## src/rtl/sreq_pkg.sv

```systemverilog
package sreq_pkg;
  typedef enum logic [1:0] {
    RES_OK     = 2'd0,
    RES_LO_TMO = 2'd1,
    RES_HI_TMO = 2'd2
  } sreq_result_e;

  typedef enum logic [2:0] {
    PH_IDLE,
    PH_WAIT_LO,
    PH_REQ_FETCH,
    PH_REQ_SEND,
    PH_REQ_SHIFT,
    PH_WAIT_HI,
    PH_POLL_SEND,
    PH_POLL_SHIFT
  } sreq_phase_e;

  localparam int unsigned HDR_BYTES = 3;
endpackage

```

## src/rtl/sreq_sync2.sv

```systemverilog
module sreq_sync2 #(
  parameter logic RESET_VAL = 1'b1
) (
  input  logic clk,
  input  logic rst_n,
  input  logic d,
  output logic q
);
  logic meta_q;

  always_ff @(posedge clk or negedge rst_n) begin
    if (!rst_n) begin
      meta_q <= RESET_VAL;
      q      <= RESET_VAL;
    end else begin
      meta_q <= d;
      q      <= meta_q;
    end
  end
endmodule

```

## src/rtl/sreq_wait_timer.sv

```systemverilog
module sreq_wait_timer #(
  parameter int unsigned LIMIT = 16,
  localparam int unsigned CW = $clog2(LIMIT)
) (
  input  logic          clk,
  input  logic          rst_n,
  input  logic          clr,
  input  logic          run,
  output logic [CW-1:0] count,
  output logic          expired
);
  always_ff @(posedge clk or negedge rst_n) begin
    if (!rst_n)   count <= '0;
    else if (clr) count <= '0;
    else if (run) count <= count + 1'b1;
  end

  assign expired = (count == CW'(LIMIT - 1));
endmodule

```

## src/rtl/sreq_spi_shift.sv

```systemverilog
module sreq_spi_shift #(
  parameter int unsigned BW = 8,
  localparam int unsigned BCW = $clog2(BW)
) (
  input  logic          clk,
  input  logic          rst_n,
  input  logic          go,
  input  logic [BW-1:0] tx,
  output logic          done,
  output logic [BW-1:0] rx,
  output logic          sclk,
  output logic          mosi,
  input  logic          miso
);
  logic [BW-1:0]  sh_q;
  logic [BCW-1:0] bit_q;
  logic           act_q, high_q, smp_q;

  always_ff @(posedge clk or negedge rst_n) begin
    if (!rst_n) begin
      sh_q   <= '0;
      bit_q  <= '0;
      act_q  <= 1'b0;
      high_q <= 1'b0;
      smp_q  <= 1'b0;
      sclk   <= 1'b1;
      done   <= 1'b0;
      rx     <= '0;
    end else begin
      done <= 1'b0;
      if (!act_q) begin
        if (go) begin
          act_q  <= 1'b1;
          sh_q   <= tx;
          bit_q  <= '0;
          high_q <= 1'b0;
          sclk   <= 1'b0;
        end
      end else if (!high_q) begin
        sclk   <= 1'b1;
        smp_q  <= miso;
        high_q <= 1'b1;
      end else begin
        high_q <= 1'b0;
        sh_q   <= {sh_q[BW-2:0], smp_q};
        if (bit_q == BCW'(BW - 1)) begin
          act_q <= 1'b0;
          done  <= 1'b1;
          rx    <= {sh_q[BW-2:0], smp_q};
        end else begin
          bit_q <= bit_q + 1'b1;
          sclk  <= 1'b0;
        end
      end
    end
  end

  assign mosi = sh_q[BW-1];
endmodule

```

## src/rtl/spi_sreq_ctrl.sv

```systemverilog
module spi_sreq_ctrl
  import sreq_pkg::*;
#(
  parameter int unsigned BYTE_W   = 8,
  parameter int unsigned LO_LIMIT = 50000,
  parameter int unsigned HI_LIMIT = 200000,
  localparam int unsigned LO_W = $clog2(LO_LIMIT),
  localparam int unsigned HI_W = $clog2(HI_LIMIT),
  localparam int unsigned AW   = $clog2((1 << BYTE_W) + HDR_BYTES)
) (
  input  logic              clk,
  input  logic              rst_n,
  input  logic              start,
  output logic              busy,
  output logic              done,
  output logic [1:0]        status,
  output logic [LO_W-1:0]   wait_lo_cycles,
  output logic [HI_W-1:0]   wait_hi_cycles,
  output logic [AW-1:0]     buf_addr,
  output logic              buf_re,
  input  logic [BYTE_W-1:0] buf_rdata,
  output logic              buf_we,
  output logic [BYTE_W-1:0] buf_wdata,
  input  logic              srdy,
  output logic              spi_ss_n,
  output logic              spi_sclk,
  output logic              spi_mosi,
  input  logic              spi_miso
);
  sreq_phase_e       ph_q;
  logic [AW-1:0]     idx_q, tot_q, idx_nx;
  logic [LO_W-1:0]   lo_cap_q, lo_cnt;
  logic [HI_W-1:0]   hi_cap_q, hi_cnt;
  logic              srdy_s, lo_exp, hi_exp;
  logic              sh_go, sh_done;
  logic [BYTE_W-1:0] sh_tx, sh_rx;

  sreq_sync2 #(.RESET_VAL(1'b1)) u_sync (
    .clk(clk), .rst_n(rst_n), .d(srdy), .q(srdy_s)
  );

  sreq_wait_timer #(.LIMIT(LO_LIMIT)) u_lo_tmr (
    .clk(clk), .rst_n(rst_n),
    .clr(ph_q != PH_WAIT_LO), .run(ph_q == PH_WAIT_LO),
    .count(lo_cnt), .expired(lo_exp)
  );

  sreq_wait_timer #(.LIMIT(HI_LIMIT)) u_hi_tmr (
    .clk(clk), .rst_n(rst_n),
    .clr(ph_q != PH_WAIT_HI), .run(ph_q == PH_WAIT_HI),
    .count(hi_cnt), .expired(hi_exp)
  );

  sreq_spi_shift #(.BW(BYTE_W)) u_shift (
    .clk(clk), .rst_n(rst_n), .go(sh_go), .tx(sh_tx),
    .done(sh_done), .rx(sh_rx),
    .sclk(spi_sclk), .mosi(spi_mosi), .miso(spi_miso)
  );

  assign idx_nx    = idx_q + 1'b1;
  assign buf_addr  = idx_q;
  assign buf_re    = (ph_q == PH_REQ_FETCH);
  assign buf_we    = (ph_q == PH_POLL_SHIFT) && sh_done;
  assign buf_wdata = sh_rx;
  assign sh_go     = (ph_q == PH_REQ_SEND) || (ph_q == PH_POLL_SEND);
  assign sh_tx     = (ph_q == PH_REQ_SEND) ? buf_rdata : '0;
  assign busy      = (ph_q != PH_IDLE);

  always_ff @(posedge clk or negedge rst_n) begin
    if (!rst_n) begin
      ph_q           <= PH_IDLE;
      idx_q          <= '0;
      tot_q          <= '0;
      lo_cap_q       <= '0;
      hi_cap_q       <= '0;
      wait_lo_cycles <= '0;
      wait_hi_cycles <= '0;
      spi_ss_n       <= 1'b1;
      done           <= 1'b0;
      status         <= RES_OK;
    end else begin
      done <= 1'b0;
      unique case (ph_q)
        PH_IDLE: begin
          if (start) begin
            spi_ss_n <= 1'b0;
            idx_q    <= '0;
            ph_q     <= PH_WAIT_LO;
          end
        end
        PH_WAIT_LO: begin
          if (!srdy_s) begin
            lo_cap_q <= lo_cnt;
            ph_q     <= PH_REQ_FETCH;
          end else if (lo_exp) begin
            spi_ss_n <= 1'b1;
            done     <= 1'b1;
            status   <= RES_LO_TMO;
            ph_q     <= PH_IDLE;
          end
        end
        PH_REQ_FETCH: ph_q <= PH_REQ_SEND;
        PH_REQ_SEND: begin
          if (idx_q == '0) tot_q <= AW'(buf_rdata) + AW'(HDR_BYTES);
          ph_q <= PH_REQ_SHIFT;
        end
        PH_REQ_SHIFT: begin
          if (sh_done) begin
            if (idx_nx == tot_q) begin
              ph_q <= PH_WAIT_HI;
            end else begin
              idx_q <= idx_nx;
              ph_q  <= PH_REQ_FETCH;
            end
          end
        end
        PH_WAIT_HI: begin
          if (srdy_s) begin
            hi_cap_q <= hi_cnt;
            idx_q    <= '0;
            ph_q     <= PH_POLL_SEND;
          end else if (hi_exp) begin
            spi_ss_n <= 1'b1;
            done     <= 1'b1;
            status   <= RES_HI_TMO;
            ph_q     <= PH_IDLE;
          end
        end
        PH_POLL_SEND: ph_q <= PH_POLL_SHIFT;
        PH_POLL_SHIFT: begin
          if (sh_done) begin
            if (idx_q == '0) tot_q <= AW'(sh_rx) + AW'(HDR_BYTES);
            if ((idx_q != '0) && (idx_nx == tot_q)) begin
              spi_ss_n       <= 1'b1;
              done           <= 1'b1;
              status         <= RES_OK;
              wait_lo_cycles <= lo_cap_q;
              wait_hi_cycles <= hi_cap_q;
              ph_q           <= PH_IDLE;
            end else begin
              idx_q <= idx_nx;
              ph_q  <= PH_POLL_SEND;
            end
          end
        end
        default: ph_q <= PH_IDLE;
      endcase
    end
  end
endmodule

```

## config.mk

```make
export PLATFORM = sky130hd
export DESIGN_NAME = spi_sreq_ctrl
export DESIGN_NICKNAME = d
export VERILOG_FILES = /design/src/rtl/sreq_pkg.sv /design/src/rtl/sreq_sync2.sv /design/src/rtl/sreq_wait_timer.sv /design/src/rtl/sreq_spi_shift.sv /design/src/rtl/spi_sreq_ctrl.sv
export SDC_FILE = /design/constraint.sdc
export NUM_CORES = 1
export LEC_CHECK = 0
export BUFFER_PORTS_ARGS = -buffer_cell sky130_fd_sc_hd__buf_4
export CAP_MARGIN = 10
export CELL_PAD_IN_SITES_DETAIL_PLACEMENT = 0
export CELL_PAD_IN_SITES_GLOBAL_PLACEMENT = 1
export CORE_MARGIN = 1
export CORE_UTILIZATION = 40
export DETAILED_ROUTE_END_ITERATION = 12
export GPL_ROUTABILITY_DRIVEN = 1
export PLACE_DENSITY_LB_ADDON = 0.1
export SLEW_MARGIN = 15
export SYNTH_ARGS = -nofsm -noshare
export SYNTH_HDL_FRONTEND = slang
export SYNTH_SLANG_ARGS = --single-unit
```

## constraint.sdc

```tcl
create_clock -name clk -period 7.75 [get_ports clk]
set_input_delay 1.55 -clock clk [delete_from_list [all_inputs] [get_ports clk]]
set_output_delay 1.55 -clock clk [all_outputs]
set_load 0.01 [all_outputs]
```

==> impl_metrics.env, run 1 <==
export IMPL_status="finished clean"
export IMPL_antenna_diode_count=0
export IMPL_grt_ovfl_total=0
export IMPL_synth_edf_count=0
export IMPL_min_period_ns=3.82
export IMPL_regArea_um2=3830
export IMPL_cp_cell_sequence="nand3_1 > nor2_1 > buf_4"
export IMPL_grt_busiest_layer="met2"
export IMPL_start_util=0.409
export IMPL_synth_nets=657
export IMPL_avgSynthCellArea_um2=11.6
export IMPL_total_power_mw=2.61
export IMPL_start_kind="flop"
export IMPL_ys_flop_type="dfrtp_1"
export IMPL_post_route_period_util=0.493
export IMPL_cts_tree="done"
export IMPL_crit_arrival_ns=2.27
export IMPL_final_nets=720
export IMPL_rows=49
export IMPL_gr_usage_met2=0.276
export IMPL_syn_area_um2=7360
export IMPL_seqPwrFrac=0.403
export IMPL_fmax_ghz=0.262
export IMPL_drv_slew=0
export IMPL_wl_mm=15.9
export IMPL_area_delta_synth_final_pct=17.2
export IMPL_synth_area_leaders="dfrtp_1, mux2_4, mux2_2"
export IMPL_hpwl_mm=10.7
export IMPL_critPathSlowestCell="dfrtp_1"
export IMPL_die_w_um=138
export IMPL_synthArstFlopShare=1.00
export IMPL_ir_worst_vdd_v=0.000171
export IMPL_gr_usage_met1=0.239
export IMPL_synth_top_family_by_area="multiplexers"
export IMPL_hold_viol=0
export IMPL_core_area_um2=18000
export IMPL_wl_per_cell_um=16.9
export IMPL_met3_usage=0.0383
export IMPL_synth_cell_types=61
export IMPL_path_max_fanout=23
export IMPL_cts_sinks=153
export IMPL_cts_root_buffer="clkbuf_16"
export IMPL_post_cts_buffers=0
export IMPL_layout_common_cells="dfrtp_1, buf_4, nand2_1, nor2_1, mux2_2"
export IMPL_synth_xor_area_frac=0.0499
export IMPL_die_area_um2=19000
export IMPL_setup_violations_final=0
export IMPL_tns_ns=0
export IMPL_drt_vias_per_instance=5.31
export IMPL_p_sw_frac=0.328
export IMPL_crit_required_ns=6.20
export IMPL_path_clk_slew_ns=0.06
export IMPL_clkPwrFrac=0.321
export IMPL_cts_max_level=4
export IMPL_first_iter_violations=255
export IMPL_yosysWarnings=0
export IMPL_path_buf_inv=1
export IMPL_synth_compound_area_frac=0.0822
export IMPL_ys_ff_latch=153
export IMPL_gp_congestion=0.818
export IMPL_nFillCells=1677
export IMPL_insertion_delay_ns=0.42
export IMPL_synth_top_area_cell="dfrtp_1"
export IMPL_critPathMaxStageDelay_ns=0.76
export IMPL_drtAntennaViolNets=0
export IMPL_drtPass1Iterations=4
export IMPL_die_h_um=138
export IMPL_worstMarginPinSlew_ns=0.986
export IMPL_worst_setup_path_end_kind="output port"
export IMPL_finalClockSkew_ns=0.0139
export IMPL_drive_above_1_share=0.278
export IMPL_numCtsBuffers=17
export IMPL_power_switching_uw=857
export IMPL_grt_first_pass_wirelength_mm=25.6
export IMPL_multi_input_area_um2=3300
export IMPL_grt_usage=0.176
export IMPL_grt_max_degree=105
export IMPL_crit_family="simple AND/OR/NAND/NOR gates"
export IMPL_synth_simple_gate_area_frac=0.150
export IMPL_path_class="reg2out"
export IMPL_ys_seq_area_frac=0.521
export IMPL_cts_hold_buf=0
export IMPL_drc_errors=0
export IMPL_clockBufferDepth=2
export IMPL_ioPinCount=73
export IMPL_antenna_found_initial=0
export IMPL_p_leak_nw=4.12
export IMPL_synth_top_area_share=0.506
export IMPL_grt_pass1_vias=4931
export IMPL_ctsResizeCount=0
export IMPL_rsz0062_at_grt="no"
export IMPL_hp_class="reg2reg"
export IMPL_synthMuxAreaShare=0.154
export IMPL_vias=4998
export IMPL_p_int_mw=1.75
export IMPL_power_density_nw_per_um2=302
export IMPL_syn_inst=637
export IMPL_port_buffers=72
export IMPL_slew_headroom=0.337
export IMPL_synth_adder_area_share=0.0119
export IMPL_cap_violations=0
export IMPL_power_frac_comb=0.276
export IMPL_final_common_cell="dfrtp_1"
## state kept, by name, indices dropped and copies added, names as in the netlist, 8 cells and up
register and count:
hi_cap_q 18, u_hi_tmr.count 18, wait_hi_cycles 18, lo_cap_q 16
u_lo_tmr.count 16, wait_lo_cycles 16, buf_addr 9, tot_q 9
u_shift.rx 8, u_shift.sh_q 8
## power by group through the flow
| stage | registers [mW] | logic (mW) | clock network, mW |
|---|---|---|---|
| 6_report | 1.05 | 0.720 | 0.839 |
| 4_1_cts | 1.05 | 0.728 | 0.858 |
| 5_1_grt | 1.07 | 0.801 | 0.898 |
| 3_3_place_gp | 1.06 | 0.706 | 0 |
| 2_1_floorplan | 1.00 | 0.568 | 0 |
| 3_5_place_dp | 1.06 | 0.722 | 0 |
## cells by family after synthesis
family | Yosys count
mux | 90
buf+inv | 45
simple gates | 213
xor+xnor | 42
compound gates | 87
flops | 153
fa+ha+maj | 7
## stage by stage
step	hold WS [ns]	utilization	instance area [um2]	instances	setup WS, ns
2_1_floorplan	0.345	-	7360	637	4.76
3_3_place_gp	0.349	0.446	8040	910	4.42
3_5_place_dp	0.350	0.446	8040	910	4.34
4_1_cts	0.362	0.479	8630	942	3.90
5_1_grt	0.365	0.479	8630	942	3.76
6_report	0.361	0.479	8630	942	3.93
## metal layers
layer  vias to the layer above  wire length [um]
met5                         -                 0
met4                         0               157
met3                        15               569
met2                        99              7560
met1                      2497              7620
li1                       2387                 -
## layout make-up
type	instances	share of cell area
flip-flops and latches	153	0.444
multi-input cells	439	0.383
repair buffers	74	0.0648
clock buffers	21	0.0522
well taps	229	0.0332
clock inverters	11	0.0168
inverters	15	0.00652
## Yosys cell counts, drive strengths merged, types with 7 or more instances
| library cell | number |
|---|---|
| ha | 7 |
| nand3 | 29 |
| or3 | 10 |
| nand4 | 8 |
| a21oi | 19 |
| mux2 | 78 |
| xor2 | 28 |
| nor2 | 47 |
| inv | 15 |
| a22oi | 10 |
| o211ai | 7 |
| nand2b | 7 |
| dfrtp | 149 |
| buf | 9 |
| mux2i | 12 |
| and3 | 11 |
| o21ai | 23 |
| nand2 | 61 |
| clkbuf | 21 |
| xnor2 | 14 |
## worst paths after layout
kind | from | endpoint | slack (ns) | cells after the start
worst max-delay path | ph_q[2] | buf_we | 3.93 | 3
worst max register to register | buf_addr[0] | wait_hi_cycles[12] | 4.43 | 7
max in group asynchronous | rst_n | u_hi_tmr.count[13] | 5.26 | 2
worst min-delay path | u_sync.meta_q | u_sync.q | 0.36 | 0
worst min register to register | u_sync.meta_q | u_sync.q | 0.36 | 0
min in group asynchronous | rst_n | lo_cap_q[7] | 1.24 | 1
No activity file was read; power rests on OpenSTA's default activity.
==> run 2, diff against run 1 <==
clock period = 3.5 ns   (was 7.75 ns; I/O delays follow)
==> run 2 against run 1 <==
Compared with the run above:
- cell count is 1.1% higher
- clock power grew 120%
- critical path type is now reg2reg
- utilization up 0.53 points
- critical path depth grew 5
- die area did not move
- design area rose by 1.1%
- sequential share of layout area is 0.49 points lower
- first-iteration DRC count grew 17%
- largest power group unchanged
==> impl_metrics.env, run 2 (synthesized netlist as in run 1, its figures left out) <==
export IMPL_status="finished clean"
export IMPL_power_switching_mw=1.90
export IMPL_seqPwrFrac=0.398
export IMPL_start_util=0.409
export IMPL_post_cts_buffers=0
export IMPL_path_max_fanout=15
export IMPL_postLayoutCoreUtil=0.484
export IMPL_hp_class="in2async"
export IMPL_path_class="reg2reg"
export IMPL_clkPwrFrac=0.315
export IMPL_rsz0062_at_grt="no"
export IMPL_worstMarginPinSlew_ns=0.980
export IMPL_top_regs="hi_cap_q x18, u_hi_tmr.count x18, wait_hi_cycles x18"
export IMPL_antenna_diode_count=0
export IMPL_vias=5040
export IMPL_drt_vias_per_instance=5.29
export IMPL_drtAntennaViolNets=0
export IMPL_gp_congestion=0.760
export IMPL_clockBufferDepth=2
export IMPL_numCtsBuffers=17
export IMPL_power_density_nw_per_um2=662
export IMPL_multi_input_area_um2=3300
export IMPL_power_frac_comb=0.288
export IMPL_ir_worst_vdd_v=0.000381
export IMPL_hold_viol=0
export IMPL_post_route_period_util=0.876
export IMPL_tns_ns=0
export IMPL_p_leak_nw=4.18
export IMPL_min_period_ns=3.07
export IMPL_rows=49
export IMPL_wl_per_cell_um=16.7
export IMPL_p_int_mw=3.89
export IMPL_grt_pass1_vias=4906
export IMPL_antenna_found_initial=0
export IMPL_drive_above_1_share=0.289
export IMPL_setup_violations_final=0
export IMPL_layout_common_cells="dfrtp_1, buf_4, nand2_1, nor2_1, mux2_2"
export IMPL_hpwl_mm=11.1
export IMPL_cts_max_level=4
export IMPL_start_kind="flop"
export IMPL_drtPass1Iterations=4
export IMPL_area_delta_synth_final_pct=18.6
export IMPL_crit_required_ns=3.79
export IMPL_cts_hold_buf=0
export IMPL_final_cell_count_no_fill=952
export IMPL_crit_arrival_ns=3.36
export IMPL_die_w_um=138
export IMPL_drc_errors=0
export IMPL_cts_tree="done"
export IMPL_slew_headroom=0.341
export IMPL_fin_area_um2=8730
export IMPL_finalClockSkew_ns=0.00826
export IMPL_postPlaceCellArea_um2=8140
export IMPL_drv_slew=0
export IMPL_cap_violations=0
export IMPL_ctsResizeCount=0
export IMPL_grt_usage=0.178
export IMPL_worst_setup_path_end_kind="flop"
export IMPL_nFillCells=1673
export IMPL_regArea_um2=3830
export IMPL_insertion_delay_ns=0.42
export IMPL_grt_max_degree=54
export IMPL_final_nets=731
export IMPL_p_sw_frac=0.328
export IMPL_path_clk_slew_ns=0.06
export IMPL_cts_root_buffer="clkbuf_16"
export IMPL_die_area_um2=19000
export IMPL_fmax_ghz=0.326
export IMPL_port_buffers=72
export IMPL_wl_mm=15.9
export IMPL_cts_sinks=153
export IMPL_dpl_cell_count=921
export IMPL_grt_ovfl_total=0
export IMPL_core_area_um2=18000
export IMPL_first_iter_violations=299
export IMPL_grt_first_pass_wirelength_mm=26.0
export IMPL_final_common_cell="dfrtp_1"
export IMPL_die_h_um=138
export IMPL_ioPinCount=73
run 2: cell types whose count changed in the layout (fill, tap and decap cells not counted):
cell	change
clkbuf_1	-2
buf_12	+2
o21ai_1	+1
bufinv_16	-1
clkinvlp_4	-2
clkinv_4	+2
clkbuf_8	+2
buf_4	+9
o21ai_2	-1
run 2: power by group through the flow:
stage / combinational [mW] / sequential [mW] / clock (mW)
after floorplan: 1.26 / 2.22 / 0
after global placement: 1.65 / 2.32 / 0
after detailed placement: 1.68 / 2.33 / 0
after CTS: 1.68 / 2.30 / 1.88
after global routing: 1.85 / 2.34 / 1.96
final: 1.66 / 2.30 / 1.82
run 2: worst paths after layout:
check	from	to	slack, ns	depth (start not counted)
setup / recovery	buf_addr[0]	wait_lo_cycles[8]	0.43	8
hold / removal	rst_n	wait_lo_cycles[7]	0.23	1
setup reg to reg	buf_addr[0]	wait_lo_cycles[8]	0.43	8
hold reg to reg	u_sync.meta_q	u_sync.q	0.38	0
max in group asynchronous	rst_n	hi_cap_q[16]	2.50	2
min in group clk	u_sync.meta_q	u_sync.q	0.38	0
run 2: cell type report:
| cell class | count | share of cell area |
|---|---|---|
| clock buffers | 21 | 0.0539 |
| multi-input cells | 439 | 0.378 |
| flip-flops and latches | 153 | 0.439 |
| repair buffers | 85 | 0.0764 |
| inverters | 15 | 0.00645 |
| well taps | 229 | 0.0328 |
| clock inverters | 10 | 0.0135 |
run 2: worst max-delay path: stages (launching register included):
cell	delay (ns)
dfrtp_1	0.50
ha_1	0.34
or3b_1	0.38
a211o_1	0.29
a32o_2	0.30
a211o_1	0.33
nor2_8	0.27
buf_12	0.21
mux2_4	0.31
run 2: per-stage QoR:
| stage | setup WS, ns | power (mW) | hold WS, ns |
|---|---|---|---|
| CTS | 0.434 | 5.87 | 0.240 |
| floorplan | 0.699 | 3.48 | 0.345 |
| global placement | 0.524 | 3.98 | 0.377 |
| finish | 0.433 | 5.78 | 0.231 |
| detailed placement | 0.448 | 4.01 | 0.360 |
| global route | 0.317 | 6.15 | 0.262 |
run 2: per-layer routing:
| metal | GRT usage | wire length (um) | vias up |
|---|---|---|---|
| met3 | 0.0394 | 499 | 13 |
| met4 | 0.0543 | 179 | 0 |
| met1 | 0.252 | 7900 | 2528 |
| met5 | 0 | 0 | - |
| li1 | - | - | 2414 |
| met2 | 0.271 | 7340 | 85 |
==> run 3, diff against run 2 <==
==> constraint.sdc (replaced) <==
create_clock -name clk -period 3.5 [get_ports clk]
set_input_delay 0.7 -clock clk [delete_from_list [all_inputs] [get_ports clk]]
set_output_delay 0.7 -clock clk [all_outputs]
set_load 0.1 [all_outputs]
==> run 3 against run 2 <==
Compared with the run above:
- non-clock buffer count did not move
- sequential share of layout area down 0.082 points
- worst hold slack better by 0.079 ns
- utilization up 0.090 points
- wire length grew 2.4%
- clock-buffer cell count down 1
- total power grew 10%
- clock power barely moved
- die area unchanged
- setup slack got worse by 0.0033 ns
==> impl_metrics.env, run 3 (synthesized netlist as in run 1, its figures left out) <==
export IMPL_status="finished clean"
export IMPL_post_cts_buffers=0
export IMPL_rows=49
export IMPL_path_buf_inv=1
export IMPL_hp_class="in2async"
export IMPL_finalClockSkew_ns=0.00873
export IMPL_regArea_um2=3830
export IMPL_start_util=0.409
export IMPL_antenna_found_initial=0
export IMPL_drv_slew=0
export IMPL_min_period_ns=3.07
export IMPL_final_cell_count_no_fill=953
export IMPL_drtAntennaViolNets=0
export IMPL_hold_viol=0
export IMPL_holdWs_ns=0.310
export IMPL_path_max_fanout=15
export IMPL_grt_usage=0.183
export IMPL_die_w_um=138
export IMPL_worst_setup_path_end_kind="flop"
export IMPL_final_nets=731
export IMPL_grt_max_degree=77
export IMPL_first_iter_violations=160
export IMPL_post_route_period_util=0.877
export IMPL_power_density_nw_per_um2=728
export IMPL_clockBufferDepth=2
export IMPL_p_leak_nw=4.18
export IMPL_ctsResizeCount=0
export IMPL_critPathSlowestCell="or4b_1"
export IMPL_rsz0062_at_grt="no"
export IMPL_antenna_diode_count=0
export IMPL_cap_violations=0
export IMPL_numCtsBuffers=17
export IMPL_path_clk_slew_ns=0.06
export IMPL_regToRegStartpoint="buf_addr[0]"
export IMPL_cts_hold_buf=0
export IMPL_cp_cell_sequence="ha_1 > nor2b_1 > or4b_1 > a32o_2 > a211o_1 > nor2_8 > buf_12 > mux2_4"
export IMPL_grt_ovfl_total=0
export IMPL_r2r_end="wait_lo_cycles[5]"
export IMPL_postPlaceCellArea_um2=8150
export IMPL_insertion_delay_ns=0.42
export IMPL_tns_ns=0
export IMPL_worstMarginPinSlew_ns=1.03
export IMPL_die_area_um2=19000
export IMPL_ir_worst_vdd_v=0.000585
export IMPL_nFillCells=1639
export IMPL_cts_tree="done"
export IMPL_start_kind="flop"
export IMPL_grt_first_pass_wirelength_mm=26.3
export IMPL_fin_area_um2=8750
export IMPL_drc_errors=0
export IMPL_setup_violations_final=0
export IMPL_crit_required_ns=3.80
export IMPL_drtPass1Iterations=4
export IMPL_setup_ws_ns=0.430
export IMPL_cts_max_level=4
export IMPL_layout_common_cells="dfrtp_1, buf_4, nand2_1, nor2_1, mux2_2"
export IMPL_cts_root_buffer="clkbuf_16"
export IMPL_gp_congestion=0.794
export IMPL_top_regs="hi_cap_q x18, u_hi_tmr.count x18, wait_hi_cycles x18"
export IMPL_die_h_um=138
export IMPL_wl_mm=16.3
export IMPL_crit_arrival_ns=3.37
export IMPL_fmax_ghz=0.326
export IMPL_grt_pass1_vias=4935
export IMPL_drive_above_1_share=0.293
export IMPL_critPathMaxStageDelay_ns=0.51
export IMPL_dpl_cell_count=921
export IMPL_wl_per_cell_um=17.1
export IMPL_core_area_um2=18000
export IMPL_total_power_mw=6.36
export IMPL_vias=5055
export IMPL_r2r_cells=8
export IMPL_area_delta_synth_final_pct=18.8
export IMPL_slew_headroom=0.307
export IMPL_final_common_cell="dfrtp_1"
export IMPL_port_buffers=72
export IMPL_r2r_setup_slack_ns=0.43
export IMPL_hpwl_mm=11.3
export IMPL_place_ws_ns=0.421
export IMPL_postLayoutCoreUtil=0.485
export IMPL_crit_family="simple AND/OR/NAND/NOR gates"
export IMPL_cts_sinks=153
export IMPL_ioPinCount=73
export IMPL_drt_vias_per_instance=5.30
export IMPL_path_class="reg2reg"
export IMPL_multi_input_area_um2=3310
==> run 3: how the worst max path moves through the flow <==
stage,from,end,slack [ns],depth (start not counted)
floorplan,buf_addr[0],wait_hi_cycles[14],0.07,9
global placement,buf_addr[0],wait_lo_cycles[14],0.50,8
detailed placement,buf_addr[0],wait_lo_cycles[13],0.42,8
CTS,buf_addr[0],wait_lo_cycles[5],0.41,8
global route,buf_addr[0],wait_lo_cycles[1],0.27,8
finish,buf_addr[0],wait_lo_cycles[5],0.43,8
==> run 3: final cells by class <==
class / count / share of cell area
multi-input combinational: 439 / 0.378
sequential: 153 / 0.438
clock inverter: 12 / 0.0160
timing repair buffer: 85 / 0.0762
inverter: 15 / 0.00644
tap: 229 / 0.0328
clock buffer: 20 / 0.0522
==> run 3: metal layers <==
| metal | global-route usage | up-vias | part of all wire | wire (um) |
|---|---|---|---|---|
| met5 | 0 | - | 0 | 0 |
| met4 | 0.0562 | 0 | 0.0095 | 154 |
| met3 | 0.0438 | 10 | 0.036 | 582 |
| met2 | 0.286 | 90 | 0.47 | 7730 |
| met1 | 0.249 | 2548 | 0.48 | 7830 |
| li1 | - | 2407 | - | - |
==> run 3: power by group <==
| part | leakage (nW) | switching (mW) | internal (mW) |
|---|---|---|---|
| clock | 0.289 | 0.743 | 1.10 |
| combinational | 1.85 | 1.45 | 0.785 |
| sequential | 2.05 | 0.274 | 2.01 |
==> run 3: worst reg2reg max path: stages (launching register included) <==
cell and delay (ns):
dfrtp_1 0.47, ha_1 0.32, nor2b_1 0.18, or4b_1 0.51
a32o_2 0.33, a211o_1 0.34, nor2_8 0.28, buf_12 0.21
mux2_4 0.32
